$ cat src/rtl/gpio_intc_pkg.sv
package gpio_intc_pkg;
   typedef enum logic [1:0] {
      FLD_CAUSE = 2'd0,
      FLD_EDGE  = 2'd1,
      FLD_LEVEL = 2'd2,
      FLD_RSVD  = 2'd3
   } fld_e;
endpackage

$ cat src/rtl/gpio_cause_reg.sv
module gpio_cause_reg #(
   parameter int NPIN = 32
) (
   input  logic            clk,
   input  logic            rst_n,
   input  logic [NPIN-1:0] rise,
   input  logic            clr_we,
   input  logic [NPIN-1:0] clr_keep,
   output logic [NPIN-1:0] cause
);
   logic [NPIN-1:0] keep_mask;

   always_comb keep_mask = clr_we ? clr_keep : '1;

   always_ff @(posedge clk or negedge rst_n) begin
      if (!rst_n) cause <= '0;
      else        cause <= (cause & keep_mask) | rise;
   end

   // new edges always land, even against a clearing write
   p_set_wins_r4: assert property (@(posedge clk) disable iff (!rst_n)
      (rise != '0) |=> ((cause & $past(rise)) == $past(rise)));

   // bits appear only from a detected rise
   p_only_rise_r2: assert property (@(posedge clk) disable iff (!rst_n)
      1'b1 |=> ((cause & ~$past(cause) & ~$past(rise)) == '0));

   // without a write nothing is lost
   p_keep_r3: assert property (@(posedge clk) disable iff (!rst_n)
      !clr_we |=> ((cause & $past(cause)) == $past(cause)));
endmodule

$ cat src/rtl/gpio_mask_bank.sv
module gpio_mask_bank #(
   parameter int NPIN = 32
) (
   input  logic            clk,
   input  logic            rst_n,
   input  logic            we_edge,
   input  logic            we_level,
   input  logic [NPIN-1:0] wdata,
   output logic [NPIN-1:0] edge_en,
   output logic [NPIN-1:0] level_en
);
   always_ff @(posedge clk or negedge rst_n) begin
      if (!rst_n) begin
         edge_en  <= '0;
         level_en <= '0;
      end else begin
         if (we_edge)  edge_en  <= wdata;
         if (we_level) level_en <= wdata;
      end
   end

   p_edge_hold_r9: assert property (@(posedge clk) disable iff (!rst_n)
      !we_edge |=> $stable(edge_en));
   p_level_hold_r9: assert property (@(posedge clk) disable iff (!rst_n)
      !we_level |=> $stable(level_en));
endmodule

$ cat src/rtl/gpio_irq_group.sv
module gpio_irq_group #(
   parameter int NPIN = 32,
   parameter int GRP  = 8,
   localparam int NGRP = NPIN / GRP
) (
   input  logic            clk,
   input  logic            rst_n,
   input  logic [NPIN-1:0] req,
   output logic [NGRP-1:0] irq
);
   for (genvar g = 0; g < NGRP; g++) begin : g_grp
      always_ff @(posedge clk or negedge rst_n) begin
         if (!rst_n) irq[g] <= 1'b0;
         else        irq[g] <= |req[g*GRP +: GRP];
      end
   end

   p_idle_r7: assert property (@(posedge clk) disable iff (!rst_n)
      (req == '0) |=> (irq == '0));
   p_any_r7: assert property (@(posedge clk) disable iff (!rst_n)
      (req != '0) |=> (irq != '0));
endmodule

$ cat src/rtl/gpio_intc_unit.sv
module gpio_intc_unit
   import gpio_intc_pkg::*;
#(
   parameter int NPIN          = 32,
   parameter int GRP           = 8,
   parameter int NCPU          = 2,
   parameter bit PER_CPU_CAUSE = 1'b0,
   localparam int NGRP   = NPIN / GRP,
   localparam int CPU_W  = (NCPU > 1) ? $clog2(NCPU) : 1,
   localparam int ADDR_W = CPU_W + 2
) (
   input  logic                 clk,
   input  logic                 rst_n,
   input  logic [NPIN-1:0]      pin_in,
   input  logic                 reg_we,
   input  logic [ADDR_W-1:0]    reg_addr,
   input  logic [NPIN-1:0]      reg_wdata,
   output logic [NPIN-1:0]      reg_rdata,
   output logic [NCPU*NGRP-1:0] irq_o
);
   localparam int NCAUSE = PER_CPU_CAUSE ? NCPU : 1;

   if (NPIN % GRP != 0) begin : g_bad_grp
      $error("NPIN must be a multiple of GRP");
   end
   if (NCPU < 1 || NCPU > 4) begin : g_bad_cpu
      $error("NCPU must be 1 to 4");
   end

   fld_e             fld;
   logic [CPU_W-1:0] cpu_sel;
   logic [NPIN-1:0]  in_prev;
   logic             primed;
   logic [NPIN-1:0]  rise;
   logic [NPIN-1:0]  edge_en  [NCPU];
   logic [NPIN-1:0]  level_en [NCPU];
   logic [NPIN-1:0]  cause_q  [NCAUSE];
   logic [NPIN-1:0]  pin_req  [NCPU];

   always_comb begin
      fld     = fld_e'(reg_addr[1:0]);
      cpu_sel = reg_addr[ADDR_W-1:2];
   end

   // edge detector: primed blocks a false rise right after reset
   always_ff @(posedge clk or negedge rst_n) begin
      if (!rst_n) begin
         in_prev <= '0;
         primed  <= 1'b0;
      end else begin
         in_prev <= pin_in;
         primed  <= 1'b1;
      end
   end

   always_comb rise = primed ? (pin_in & ~in_prev) : '0;

   for (genvar k = 0; k < NCAUSE; k++) begin : g_cause
      logic clr_we;
      if (PER_CPU_CAUSE) begin : g_own
         always_comb clr_we = reg_we && fld == FLD_CAUSE && cpu_sel == CPU_W'(k);
      end else begin : g_shared
         always_comb clr_we = reg_we && fld == FLD_CAUSE && int'(cpu_sel) < NCPU;
      end
      gpio_cause_reg #(.NPIN(NPIN)) u_cause (
         .clk(clk), .rst_n(rst_n), .rise(rise),
         .clr_we(clr_we), .clr_keep(reg_wdata), .cause(cause_q[k])
      );
   end

   for (genvar c = 0; c < NCPU; c++) begin : g_cpu
      logic we_e, we_l;
      always_comb begin
         we_e = reg_we && fld == FLD_EDGE  && cpu_sel == CPU_W'(c);
         we_l = reg_we && fld == FLD_LEVEL && cpu_sel == CPU_W'(c);
      end
      gpio_mask_bank #(.NPIN(NPIN)) u_bank (
         .clk(clk), .rst_n(rst_n), .we_edge(we_e), .we_level(we_l),
         .wdata(reg_wdata), .edge_en(edge_en[c]), .level_en(level_en[c])
      );
      always_comb pin_req[c] = (pin_in & level_en[c]) | (cause_q[c % NCAUSE] & edge_en[c]);
      gpio_irq_group #(.NPIN(NPIN), .GRP(GRP)) u_grp (
         .clk(clk), .rst_n(rst_n), .req(pin_req[c]),
         .irq(irq_o[c*NGRP +: NGRP])
      );
   end

   always_comb begin
      reg_rdata = '0;
      for (int c = 0; c < NCPU; c++) begin
         if (cpu_sel == CPU_W'(c)) begin
            case (fld)
               FLD_CAUSE: reg_rdata = cause_q[c % NCAUSE];
               FLD_EDGE:  reg_rdata = edge_en[c];
               FLD_LEVEL: reg_rdata = level_en[c];
               default:   reg_rdata = '0;
            endcase
         end
      end
   end

   logic any_en;
   always_comb begin
      any_en = 1'b0;
      for (int c = 0; c < NCPU; c++) any_en = any_en | (|edge_en[c]) | (|level_en[c]);
   end

   // with every enable cleared no line may rise
   p_masked_r6: assert property (@(posedge clk) disable iff (!rst_n)
      !any_en |=> (irq_o == '0));

   // reserved field always reads zero
   p_rsvd_r9: assert property (@(posedge clk) disable iff (!rst_n)
      (fld == FLD_RSVD) |-> (reg_rdata == '0));
endmodule

$ cat config.mk
export PLATFORM = sky130hd
export DESIGN_NAME = gpio_intc_unit
export DESIGN_NICKNAME = d
export VERILOG_FILES = /design/src/rtl/gpio_intc_pkg.sv /design/src/rtl/gpio_cause_reg.sv /design/src/rtl/gpio_mask_bank.sv /design/src/rtl/gpio_irq_group.sv /design/src/rtl/gpio_intc_unit.sv
export SDC_FILE = /design/constraint.sdc
export NUM_CORES = 1
export LEC_CHECK = 0
export ABC_AREA = 1
export BUFFER_PORTS_ARGS = -buffer_cell sky130_fd_sc_hd__buf_2
export CAP_MARGIN = 30
export CORE_ASPECT_RATIO = 1.25
export CORE_UTILIZATION = 55
export DETAILED_ROUTE_END_ITERATION = 10
export PLACE_DENSITY_LB_ADDON = 0.15
export SLEW_MARGIN = 20
export SYNTH_ARGS = -nofsm -noshare
export SYNTH_HDL_FRONTEND = slang
export SYNTH_SLANG_ARGS = --single-unit
$ cat constraint.sdc
create_clock -name clk -period 1 [get_ports clk]
set_input_delay 0.1 -clock clk [delete_from_list [all_inputs] [get_ports clk]]
set_output_delay 0.1 -clock clk [all_outputs]
set_load 0.02 [all_outputs]
==> results.yml <==
run_status:
  status: "finished with violations"
  violations: "negative setup slack"
floorplan:
  start_util_pct: 56.19
  dieArea_sq_um: 17670
  dieHeight_um: 148.4
  coreArea_sq_um: 16780
  die_w_um: 119.1
  rows: 53
  io_pins: 110
synthesis:
  yosysTopAreaCell: "dfrtp_1"
  synthFlopType: "dfrtp_1"
  synth_cell_types: 16
  synth_most_common_cell: "nand2_1"
  post_synth_main_area_contributors: "dfrtp_1 53%, nand2_1 19%, nand3_1 10%"
  synth_fp_nets: 1273
  synth_seq_cells: 201
  ys_async_sr_fraction_pct: 100.0
  yosysTopAreaCellShare_pct: 53.36
  yosys_warnings: 0
  synth_edf_count: 0
  synth_top_cells_by_count: "473 x nand2_1, 201 x dfrtp_1, 195 x nand3_1"
  synth_cells: 1203
  ys_seq_area_share_pct: 53.36
  syn_area_per_cell_sq_um: 7.836
  netlist_area_sq_um: 9427
clock_network:
  cts_num_sinks: 201
  htree_num_levels: 1
  cts_made_buffers: 22
  cts_tree: "yes"
  clk_pin_slew_worst_paths_ns: 0.06
  cts_root_buffer: "clkbuf_16"
  cts_max_path_buffers: 3
  insertion_delay_ns: 0.52
final_layout:
  fin_nets: 1583
  area_growth_pct: 49.31
  antenna_cells: 0
  num-fill-cells: 964
  fin_util_pct: 83.89
  final_cell_area_sq_um: 14070
  drive_above_1_share_pct: 31.92
placed_design:
  globalplace.congestion: 0.8153
  dp_hpwl_um: 17210
  portBuffers: 109
  post_dp_cell_area_sq_um: 10620
  place_ws_ns: -0.2367
pwr:
  power.total_mw: 27.27
  ir_drop_mv: 1.744
  powerDensity_nw_per_um2: 1938
  p_leak_nw: 7.112
setup_path:
  rr_startpoint: "g_cpu[1].u_bank.level_en[22]"
  crit_cells: 5
  critPathArrivalTime_ns: 1.41
  r2r_cells: 6
  crit_slowest_cell: "dfrtp_1"
  path_cells: "nand3_2 > nand2_2 > nand2_2 > nand3_2 > buf_6"
  critPathKind: "register to output port"
  reg2reg_slack_ns: -0.13
  cp_top_family: "flip-flops"
  cp-start-kind: "register"
  crit_path_end_kind: "output port"
  cp_max_fo: 2
  r2r_end: "g_cpu[1].u_grp.irq[2]"
  worstSetupStartpoint: "g_cpu[1].u_bank.edge_en[25]"
  path_buf_inv: 1
  endpoint: "reg_rdata[25]"
  cpPeakStageDelay_ns: 0.40
  required_ns: 0.90
timing:
  post-route-period-util_pct: 150.5
  skew_ns: 0.01108
  hold_viol_final: 0
  tns_ns: -15.97
  setup_viol: 48
  period_needed_ns: 1.505
  finalMaxSlewViolations: 0
  grt_setup_unrepaired: "true"
  clock.fmax_ghz: 0.6643
  layout_setup_ws_ns: -0.5052
global_route:
  grt.total_usage_pct: 34.81
  grt_remaining_overflow: 0
  grt_pass1_wl_um: 48770
  grt_start_max_net_pins: 47
  antenna_found_initial: 0
  first_global_vias: 9977
drt:
  wire_per_inst_um: 18.46
  first_pass_iters: 5
  route.vias.total: 10210
  drt_iter0_drc: 1107
  route.detailed.drc: 0
  postRouteAntennaNets: 0
  drt-total-wl_um: 32280
  vias_per_cell: 5.838
job:
  cap_violations: 0
min_path:
  min_path_type: "input port to async pin"
[report_power, final]
part	total, mW	switching (mW)	internal (mW)
Sequential	10.4	0.975	9.42
Combinational	7.73	3.95	3.78
Clock	9.15	3.35	5.80
[layer usage]
layer  track usage (%)  vias up  part of all wire (%)
met4             13.48        0                   3.9
met2             59.39      608                    50
met3             4.294      128                   7.5
met1             45.42     4907                    39
li1                  -     4567                     -
met5                 0        -                     0
[placed cells by master (no fill, tap or decap), types with 8 or more instances in the layout]
cell type | synthesis | layout
nand3b_1 | 31 | 31
nand2_2 | 0 | 48
clkbuf_16 | 0 | 23
nand2_1 | 473 | 421
o21ai_0 | 33 | 33
buf_6 | 0 | 67
buf_2 | 31 | 68
nand3_1 | 195 | 113
nor2_4 | 0 | 8
nor2_2 | 3 | 13
dfrtp_1 | 201 | 201
o21ai_1 | 128 | 128
buf_4 | 0 | 132
buf_12 | 0 | 22
dlygate4sd3_1 | 0 | 65
nand3_2 | 4 | 84
inv_1 | 38 | 37
[worst register-to-register path, cell delays in order (launching register included)]
cell and delay, ns:
dfrtp_1 0.38, buf_4 0.14, buf_4 0.13, nand2_1 0.11
nand2_2 0.08, nor2_4 0.11, nand3_2 0.08
[how the worst min path moves through the flow]
stage	endpoint	slack, ns	start
2_1_floorplan	g_cause[0].u_cause.cause[0]	-0.20	rst_n
3_3_place_gp	g_cpu[1].u_bank.edge_en[4]	0.01	rst_n
5_1_grt	g_cpu[1].u_bank.edge_en[1]	0.06	rst_n
3_5_place_dp	g_cpu[1].u_bank.edge_en[4]	0.009	rst_n
4_1_cts	g_cpu[0].u_bank.level_en[4]	0.04	rst_n
6_report	g_cpu[0].u_bank.level_en[4]	0.04	rst_n
[stage by stage]
step	hold WS (ns)	std cells
finish	0.03754	1749
global route	0.05866	1749
CTS	0.04237	1735
detailed placement	0.008924	1515
global placement	0.01225	1515
floorplan	-0.1956	1203
[sequential cells by signal (all words and copies together), names as in the netlist]
name	cells
g_cpu.u_grp.irq	8
g_cause.u_cause.cause	32
primed	1
in_prev	32
g_cpu.u_bank.edge_en	64
g_cpu.u_bank.level_en	64
[cells by family after synthesis]
logic type | after synthesis | synth area share (%)
and+or+nand+nor | 730 | 33.26
DFF | 201 | 53.36
AOI/OAI and AO/OA | 161 | 8.548
buffers and inverters | 110 | 4.792
other | 1 | 0.03978
[cell type report]
type,count,area [sq um],area share (%)
Sequential cell,201,5030,35.74
Multi-Input combinational cell,892,4606,32.72
Timing Repair Buffer,355,3191,22.67
Clock buffer,32,649.4,4.614
Tap cell,220,275.3,1.956
Clock inverter,8,170.2,1.209
Inverter,41,153.9,1.093
[repair_timing]
item                       4_1_cts  5_1_grt
setup endpoints to repair       41       48
resized for setup              127      147
setup buffers                  116       33
hold buffers                    65        0
pin swaps                       70      111
hold endpoints to repair       400        0
(Power assumes the default switching activity.)
